File: config.mk
export PLATFORM = sky130hd
export DESIGN_NAME = trim_dac_loader
export DESIGN_NICKNAME = d
export VERILOG_FILES = /design/src/rtl/tdl_pkg.sv /design/src/rtl/tdl_phase_timer.sv /design/src/rtl/tdl_serializer.sv /design/src/rtl/tdl_readback.sv /design/src/rtl/trim_dac_loader.sv
export SDC_FILE = /design/constraint.sdc
export NUM_CORES = 1
export LEC_CHECK = 0
export BUFFER_PORTS_ARGS = -buffer_cell sky130_fd_sc_hd__buf_2
export CAP_MARGIN = 25
export CORE_UTILIZATION = 35
export DETAILED_ROUTE_END_ITERATION = 8
export PLACE_DENSITY = 0.6
export SYNTH_ARGS = -nofsm -noshare
export SYNTH_HDL_FRONTEND = slang
export SYNTH_SLANG_ARGS = --single-unit
File: constraint.sdc
create_clock -name clk -period 4.55 [get_ports clk]
set_clock_uncertainty 0.1 [all_clocks]
set_input_delay 0.91 -clock clk [delete_from_list [all_inputs] [get_ports clk]]
set_output_delay 0.91 -clock clk [all_outputs]
set_load 0.01 [all_outputs]
File: src/rtl/tdl_pkg.sv
package tdl_pkg;
   typedef enum logic [1:0] {
      ST_IDLE = 2'd0,
      ST_LOW  = 2'd1,
      ST_HIGH = 2'd2,
      ST_LOAD = 2'd3
   } tdl_state_e;
endpackage

File: src/rtl/tdl_phase_timer.sv
module tdl_phase_timer #(
   parameter int LEN_W = 8
) (
   input  logic             clk,
   input  logic             rst_n,
   input  logic             restart,
   input  logic [LEN_W-1:0] len,
   output logic             last
);
   localparam logic [LEN_W-1:0] ONE = LEN_W'(1);

   logic [LEN_W-1:0] cnt;
   logic [LEN_W-1:0] len_eff;

   assign len_eff = (len == '0) ? ONE : len;
   assign last    = (cnt == len_eff - ONE);

   always_ff @(posedge clk) begin
      if (!rst_n)              cnt <= '0;
      else if (restart || last) cnt <= '0;
      else                     cnt <= cnt + ONE;
   end

   // the phase counter never runs past the programmed length
   a_r3_cnt_bound: assert property (@(posedge clk) disable iff (!rst_n)
      !restart |-> (cnt < len_eff));
endmodule

File: src/rtl/tdl_serializer.sv
module tdl_serializer
   import tdl_pkg::*;
#(
   parameter int CHAN_W = 5,
   parameter int VAL_W  = 8,
   parameter int SUB_W  = 3,
   parameter int SEL_W  = 2,
   parameter int NUM_CH = 21,
   parameter int LEN_W  = 8
) (
   input  logic              clk,
   input  logic              rst_n,
   input  logic              req_valid,
   input  logic [CHAN_W-1:0] req_chan,
   input  logic [VAL_W-1:0]  req_val,
   input  logic [LEN_W-1:0]  phase_len,
   output logic              req_ready,
   output logic              ser_data,
   output logic              ser_clk,
   output logic [SEL_W-1:0]  load_sel,
   output logic              bad_chan,
   output logic              done,
   output logic [CHAN_W-1:0] done_chan,
   output logic [VAL_W-1:0]  done_val
);
   localparam int FRAME_W = SUB_W + VAL_W;
   localparam int CNT_W   = $clog2(FRAME_W);
   localparam int NUM_DEV = ((NUM_CH - 1) >> SUB_W) + 1;
   localparam logic [CHAN_W-1:0] CH_LIM = CHAN_W'(NUM_CH);

   generate
      if (NUM_CH > (1 << CHAN_W)) begin : g_chk_chan
         $error("NUM_CH does not fit in CHAN_W bits");
      end
      if (NUM_DEV >= (1 << SEL_W)) begin : g_chk_sel
         $error("SEL_W too narrow for the chip count plus the idle code");
      end
   endgenerate

   tdl_state_e        state;
   logic [FRAME_W-1:0] shreg;
   logic [CNT_W-1:0]  bits_left;
   logic [SEL_W-1:0]  sel_q;
   logic [CHAN_W-1:0] chan_q;
   logic [VAL_W-1:0]  val_q;
   logic [LEN_W-1:0]  len_q;
   logic              accept;
   logic              in_range;
   logic              ph_last;
   logic [SEL_W-1:0]  sel_next;

   assign accept   = req_valid && (state == ST_IDLE);
   assign in_range = (req_chan < CH_LIM);
   assign sel_next = SEL_W'(req_chan >> SUB_W) + SEL_W'(1);

   tdl_phase_timer #(.LEN_W(LEN_W)) u_timer (
      .clk     (clk),
      .rst_n   (rst_n),
      .restart (state == ST_IDLE),
      .len     (len_q),
      .last    (ph_last)
   );

   always_ff @(posedge clk) begin
      if (!rst_n) begin
         state     <= ST_IDLE;
         shreg     <= '0;
         bits_left <= '0;
         sel_q     <= '0;
         chan_q    <= '0;
         val_q     <= '0;
         len_q     <= '0;
         bad_chan  <= 1'b0;
      end else begin
         bad_chan <= 1'b0;
         unique case (state)
            ST_IDLE: if (accept) begin
               if (in_range) begin
                  shreg     <= {req_chan[SUB_W-1:0], req_val};
                  bits_left <= CNT_W'(FRAME_W - 1);
                  sel_q     <= sel_next;
                  chan_q    <= req_chan;
                  val_q     <= req_val;
                  len_q     <= phase_len;
                  state     <= ST_LOW;
               end else begin
                  bad_chan <= 1'b1;
               end
            end
            ST_LOW: if (ph_last) state <= ST_HIGH;
            ST_HIGH: if (ph_last) begin
               if (bits_left == '0) begin
                  state <= ST_LOAD;
               end else begin
                  shreg     <= shreg << 1;
                  bits_left <= bits_left - CNT_W'(1);
                  state     <= ST_LOW;
               end
            end
            ST_LOAD: if (ph_last) state <= ST_IDLE;
            default: state <= ST_IDLE;
         endcase
      end
   end

   assign req_ready = (state == ST_IDLE);
   assign ser_clk   = (state == ST_HIGH);
   assign ser_data  = ((state == ST_LOW) || (state == ST_HIGH)) && shreg[FRAME_W-1];
   assign load_sel  = (state == ST_LOAD) ? sel_q : '0;
   assign done      = (state == ST_LOAD) && ph_last;
   assign done_chan = chan_q;
   assign done_val  = val_q;

   // data held steady across a high phase
   a_r2_data_stable: assert property (@(posedge clk) disable iff (!rst_n)
      (ser_clk && $past(ser_clk)) |-> $stable(ser_data));
   // the load strobe never overlaps a clock high phase
   a_r4_strobe_no_clk: assert property (@(posedge clk) disable iff (!rst_n)
      (load_sel != '0) |-> !ser_clk);
   // the block is not ready while a strobe is out
   a_r6_busy_strobe: assert property (@(posedge clk) disable iff (!rst_n)
      (load_sel != '0) |-> !req_ready);
   // a discard pulse comes with quiet serial lines
   a_r5_quiet: assert property (@(posedge clk) disable iff (!rst_n)
      bad_chan |-> (!ser_clk && (load_sel == '0)));
endmodule

File: src/rtl/tdl_readback.sv
module tdl_readback #(
   parameter int NUM_CH = 21,
   parameter int CHAN_W = 5,
   parameter int VAL_W  = 8
) (
   input  logic              clk,
   input  logic              rst_n,
   input  logic              wr,
   input  logic [CHAN_W-1:0] wr_chan,
   input  logic [VAL_W-1:0]  wr_val,
   input  logic [CHAN_W-1:0] rd_chan,
   output logic [VAL_W-1:0]  rd_val
);
   localparam logic [CHAN_W-1:0] CH_LIM = CHAN_W'(NUM_CH);

   logic [VAL_W-1:0] mem [NUM_CH];
   logic [NUM_CH-1:0] hit;

   generate
      for (genvar g = 0; g < NUM_CH; g++) begin : g_cell
         assign hit[g] = wr && (wr_chan == CHAN_W'(g));
         always_ff @(posedge clk) begin
            if (!rst_n)      mem[g] <= '0;
            else if (hit[g]) mem[g] <= wr_val;
         end
      end
   endgenerate

   assign rd_val = (rd_chan < CH_LIM) ? mem[rd_chan] : '0;

   // at most one cell is written per cycle
   a_r7_one_hit: assert property (@(posedge clk) disable iff (!rst_n)
      $onehot0(hit));
   // with no write, a steady address reads a steady value
   a_r7_hold: assert property (@(posedge clk) disable iff (!rst_n)
      !wr |=> (!$stable(rd_chan) || $stable(rd_val)));
endmodule

File: src/rtl/trim_dac_loader.sv
module trim_dac_loader #(
   parameter int CHAN_W = 5,
   parameter int VAL_W  = 8,
   parameter int SUB_W  = 3,
   parameter int SEL_W  = 2,
   parameter int NUM_CH = 21,
   parameter int LEN_W  = 8
) (
   input  logic              clk,
   input  logic              rst_n,
   input  logic [LEN_W-1:0]  phase_len,
   input  logic              req_valid,
   output logic              req_ready,
   input  logic [CHAN_W-1:0] req_chan,
   input  logic [VAL_W-1:0]  req_val,
   output logic              ser_data,
   output logic              ser_clk,
   output logic [SEL_W-1:0]  load_sel,
   output logic              bad_chan,
   input  logic [CHAN_W-1:0] rb_chan,
   output logic [VAL_W-1:0]  rb_val
);
   logic              done;
   logic [CHAN_W-1:0] done_chan;
   logic [VAL_W-1:0]  done_val;

   tdl_serializer #(
      .CHAN_W(CHAN_W), .VAL_W(VAL_W), .SUB_W(SUB_W),
      .SEL_W(SEL_W), .NUM_CH(NUM_CH), .LEN_W(LEN_W)
   ) u_ser (
      .clk       (clk),
      .rst_n     (rst_n),
      .req_valid (req_valid),
      .req_chan  (req_chan),
      .req_val   (req_val),
      .phase_len (phase_len),
      .req_ready (req_ready),
      .ser_data  (ser_data),
      .ser_clk   (ser_clk),
      .load_sel  (load_sel),
      .bad_chan  (bad_chan),
      .done      (done),
      .done_chan (done_chan),
      .done_val  (done_val)
   );

   tdl_readback #(
      .NUM_CH(NUM_CH), .CHAN_W(CHAN_W), .VAL_W(VAL_W)
   ) u_rb (
      .clk     (clk),
      .rst_n   (rst_n),
      .wr      (done),
      .wr_chan (done_chan),
      .wr_val  (done_val),
      .rd_chan (rb_chan),
      .rd_val  (rb_val)
   );

   // a discarded request leaves the strobe bus idle next cycle too
   a_r5_no_strobe: assert property (@(posedge clk) disable iff (!rst_n)
      bad_chan |=> (load_sel == '0));
endmodule

==> impl_results.md <==
* Number of fillers in the final layout at 2688
* Mapped Cells at 863
* Global placement routability congestion at 0.926
* Crit path DAT at about 4.2 ns
* Clock Path Buffers at 3
* Cell count after placement at 1253
* Fin area at 11600 sq um
* Hold Path Class: flip-flop to flip-flop
* Non-filler cells, final at 1294
* CTS Root Cell: clkbuf_16
* Placed cell area at 10800 sq um
* Setup_tns at 0 ns
* Pin count of the biggest net entering global routing at between 50 and 60
* Peak fanout along the critical path at 10
* Hold buffer count at CTS at 0
* Met3 Use GR at 0.0279
* Sequential cell area at ~6000 sq um
* Worst-path clk slew at 0.06 ns
* Clock latency on the worst-skew pair at around 0.51 ns
* Crit end category: flip-flop
* CTS tree: built
* Initial antenna violation count at 1
* Worst stage delay on the critical path at 0.57 ns
* P&R area growth vs syn at 13.8%
* First-pass GRT wire length at 40700 um
* Slew HR at 0.418
* Endpoints failing setup at 0
* Mapped Area at between 10000 and 15000 sq um
* # clock sinks at 217
* Final ANT Viol Nets at 0
* # H-tree levels at 1
* Pwr dens at approximately 440 nW/um^2
* Setup Fix Bufs, Post-CTS at 0
* Final min period at around 4.1 ns
* Top-count cell post-synth: nor2_1
* Max-slew violation count at 0
* Maximum vdd drop at 0.000281 V
* Post-CTS sizing at 0
* Syn. warnings at 0
* CP most frequent cell: nor2_1
* Post-synth top area share at 0.497
* Post-synthesis sequential area ratio at 0.593
* Crit path cell chain: or4_4 -> or3_4 -> nor2_1 -> nor2_1 -> ha_1 -> xnor2_1 -> a31oi_1 -> nand4_1 -> a211oi_1 -> o211a_2 -> nand3_1 -> o21ai_0 -> buf_4
* Die area at 29700 sq um
* Mapped Nets at 901
* Crit path launch type: flip-flop
* Met2 usage at 0.298
* Row count at 61
* Worst setup margin at 0.441 ns
* Core Region at roughly 28000 sq um
* Post-route DRC violation count at 0
* DRT Wirelength at about 26000 um
* RSZ-0062 raised after global routing: no
* Number of global-route vias before repair at 6679
* Cell family with most CP delay: simple AND/OR/NAND/NOR gates
* Pleak at 4.06 nW
* Syn Area/Cell at 11.8 sq um
* Layout cells sized above 1 at 0.156
* Distinct cells, synth at 54
* PortBufs at 42
* Prevailing post-synth register cell: edfxtp_1
* Nets at 940
* Final Core Density at 0.411
* WL/cell at between 20 and 25 um
* List of most frequent post-synthesis cells: 175 x nor2_1, 168 x edfxtp_1, 90 x nand2_1
* Stages on worst setup path at 13
* Global Route Usage Sum at 0.182
* Initial core utilization at 0.361
* Vias per Instance at 5.35
* Hold Path Depth at 2
* Worst EP required at 4.68 ns
* Peak Freq at between 200 and 250 MHz
* Most Crowded Layer GR: met2
* Detailed placer's ending HPWL at 17500 um
* Buffers and inverters on the worst path at 1
* Max-Cap Viols at 0
* Die H at 172 um
* Worst-Margin Slew at 0.873 ns
* Area contributors post-synth: edfxtp_1 50%, dfxtp_1 9.7%, nor2_1 6.5%, mux4_2 5.3%, mux2i_1 5.0%
* Multi-input gate area at 3740 sq um
* Chip width at approximately 170 um
* Total chip power at 5.07 mW
* Synthesized flop and latch total at 217
* Worst hold margin at 0.370 ns
* Final hold violations at 0
* Asr flop ratio synth at 0
* R2R cell count at 13
* DR iter-0 viols at approximately 700
* Grt ovf at 0
* Grt met1 use at 0.249
* CP max-delay cell: or4_4
* Number of antenna diodes at 0
* Clock buffer count from CTS at 24
* WS Path Type: flip-flop to flip-flop
* Largest area contributor in the netlist: edfxtp_1
* EDFF count, synth at 168
* DP Worst Slack at between 0.4 and 0.5 ns
* DRT Pass-1 Iters at 5
* Via count at 6920
* I/O pins at 43
* Fin crit share at 0.903
* Outcome: finished clean
[routing by layer]
metal / part of all wire / routed length (um) / vias to the layer above
met5: 0.00073 / 19 / -
met4: 0.033 / 850 / 2
met3: 0.056 / 1460 / 57
met2: 0.47 / 12300 / 234
met1: 0.44 / 11500 / 3405
li1: - / - / 3222
[power breakdown]
part	internal, mW	switching (mW)
clock	1.18	0.774
sequential	2.25	0.106
combinational	0.301	0.459
total	3.73	1.34
[registers in the layout, summed over array words and instances (netlist names)]
signal and count:
u_ser.bad_chan 1, u_ser.state 2, u_ser.done_chan 5, u_ser.u_timer.cnt 8
u_ser.sel_q 2, u_ser.bits_left 4, u_ser.shreg 11, u_ser.len_q 8
u_rb.mem 168, u_ser.done_val 8
[layout make-up]
class / instances / area share
Sequential cell: 217 / 0.521
Inverter: 14 / 0.00455
Clock inverter: 12 / 0.0117
Multi-Input combinational cell: 571 / 0.324
Clock buffer: 28 / 0.0560
Timing Repair Buffer: 74 / 0.0420
Tap cell: 378 / 0.0409
[layout by cell type, fill, tap and decap left out, types with 3 or more instances in the layout]
cell / synthesis / final
a21boi_0: 29 / 29
a31oi_1: 3 / 3
and2_1: 21 / 21
and3_1: 5 / 5
buf_2: 8 / 41
buf_4: 0 / 31
bufinv_16: 0 / 3
clkbuf_16: 0 / 25
clkinv_1: 1 / 6
dfxtp_1: 49 / 49
edfxtp_1: 168 / 168
ha_1: 9 / 9
inv_1: 13 / 13
mux2i_1: 51 / 51
mux4_2: 24 / 24
nand2_1: 90 / 90
nand2b_1: 5 / 5
nand3_1: 13 / 13
nand4_1: 7 / 7
nor2_1: 175 / 175
nor3_1: 6 / 6
o211a_1: 11 / 11
o211ai_1: 11 / 11
o21ai_0: 24 / 24
o221ai_1: 17 / 17
o22ai_1: 11 / 11
o32ai_1: 8 / 8
or2_2: 3 / 3
or3_1: 7 / 7
xnor2_1: 8 / 8
xor2_1: 4 / 4
[worst paths after layout]
check	from	slack [ns]	endpoint
setup / recovery	u_ser.len_q[3]	0.44	u_rb.mem[6][0]
hold / removal	u_ser.shreg[0]	0.37	u_ser.shreg[0]
setup reg to reg	u_ser.len_q[3]	0.44	u_rb.mem[6][0]
hold reg to reg	u_ser.shreg[0]	0.37	u_ser.shreg[0]
[worst reg2reg max path, stage by stage, from the launching register on]
cell      delay (ns)
dfxtp_1         0.38
or4_4           0.57
or3_4           0.37
nor2_1          0.10
nor2_1          0.05
ha_1            0.30
xnor2_1         0.13
a31oi_1         0.15
nand4_1         0.10
a211oi_1        0.33
o211a_2         0.39
nand3_1         0.24
o21ai_0         0.36
buf_4           0.25
[cell families after synthesis]
logic type      synth area share
mux                        0.103
simple gates               0.145
compound gates            0.0985
flops                      0.593
xor+xnor                  0.0103
fa+ha+maj                 0.0111
buf+inv                   0.0383
Note: power is estimated with default switching activity, not from simulation.
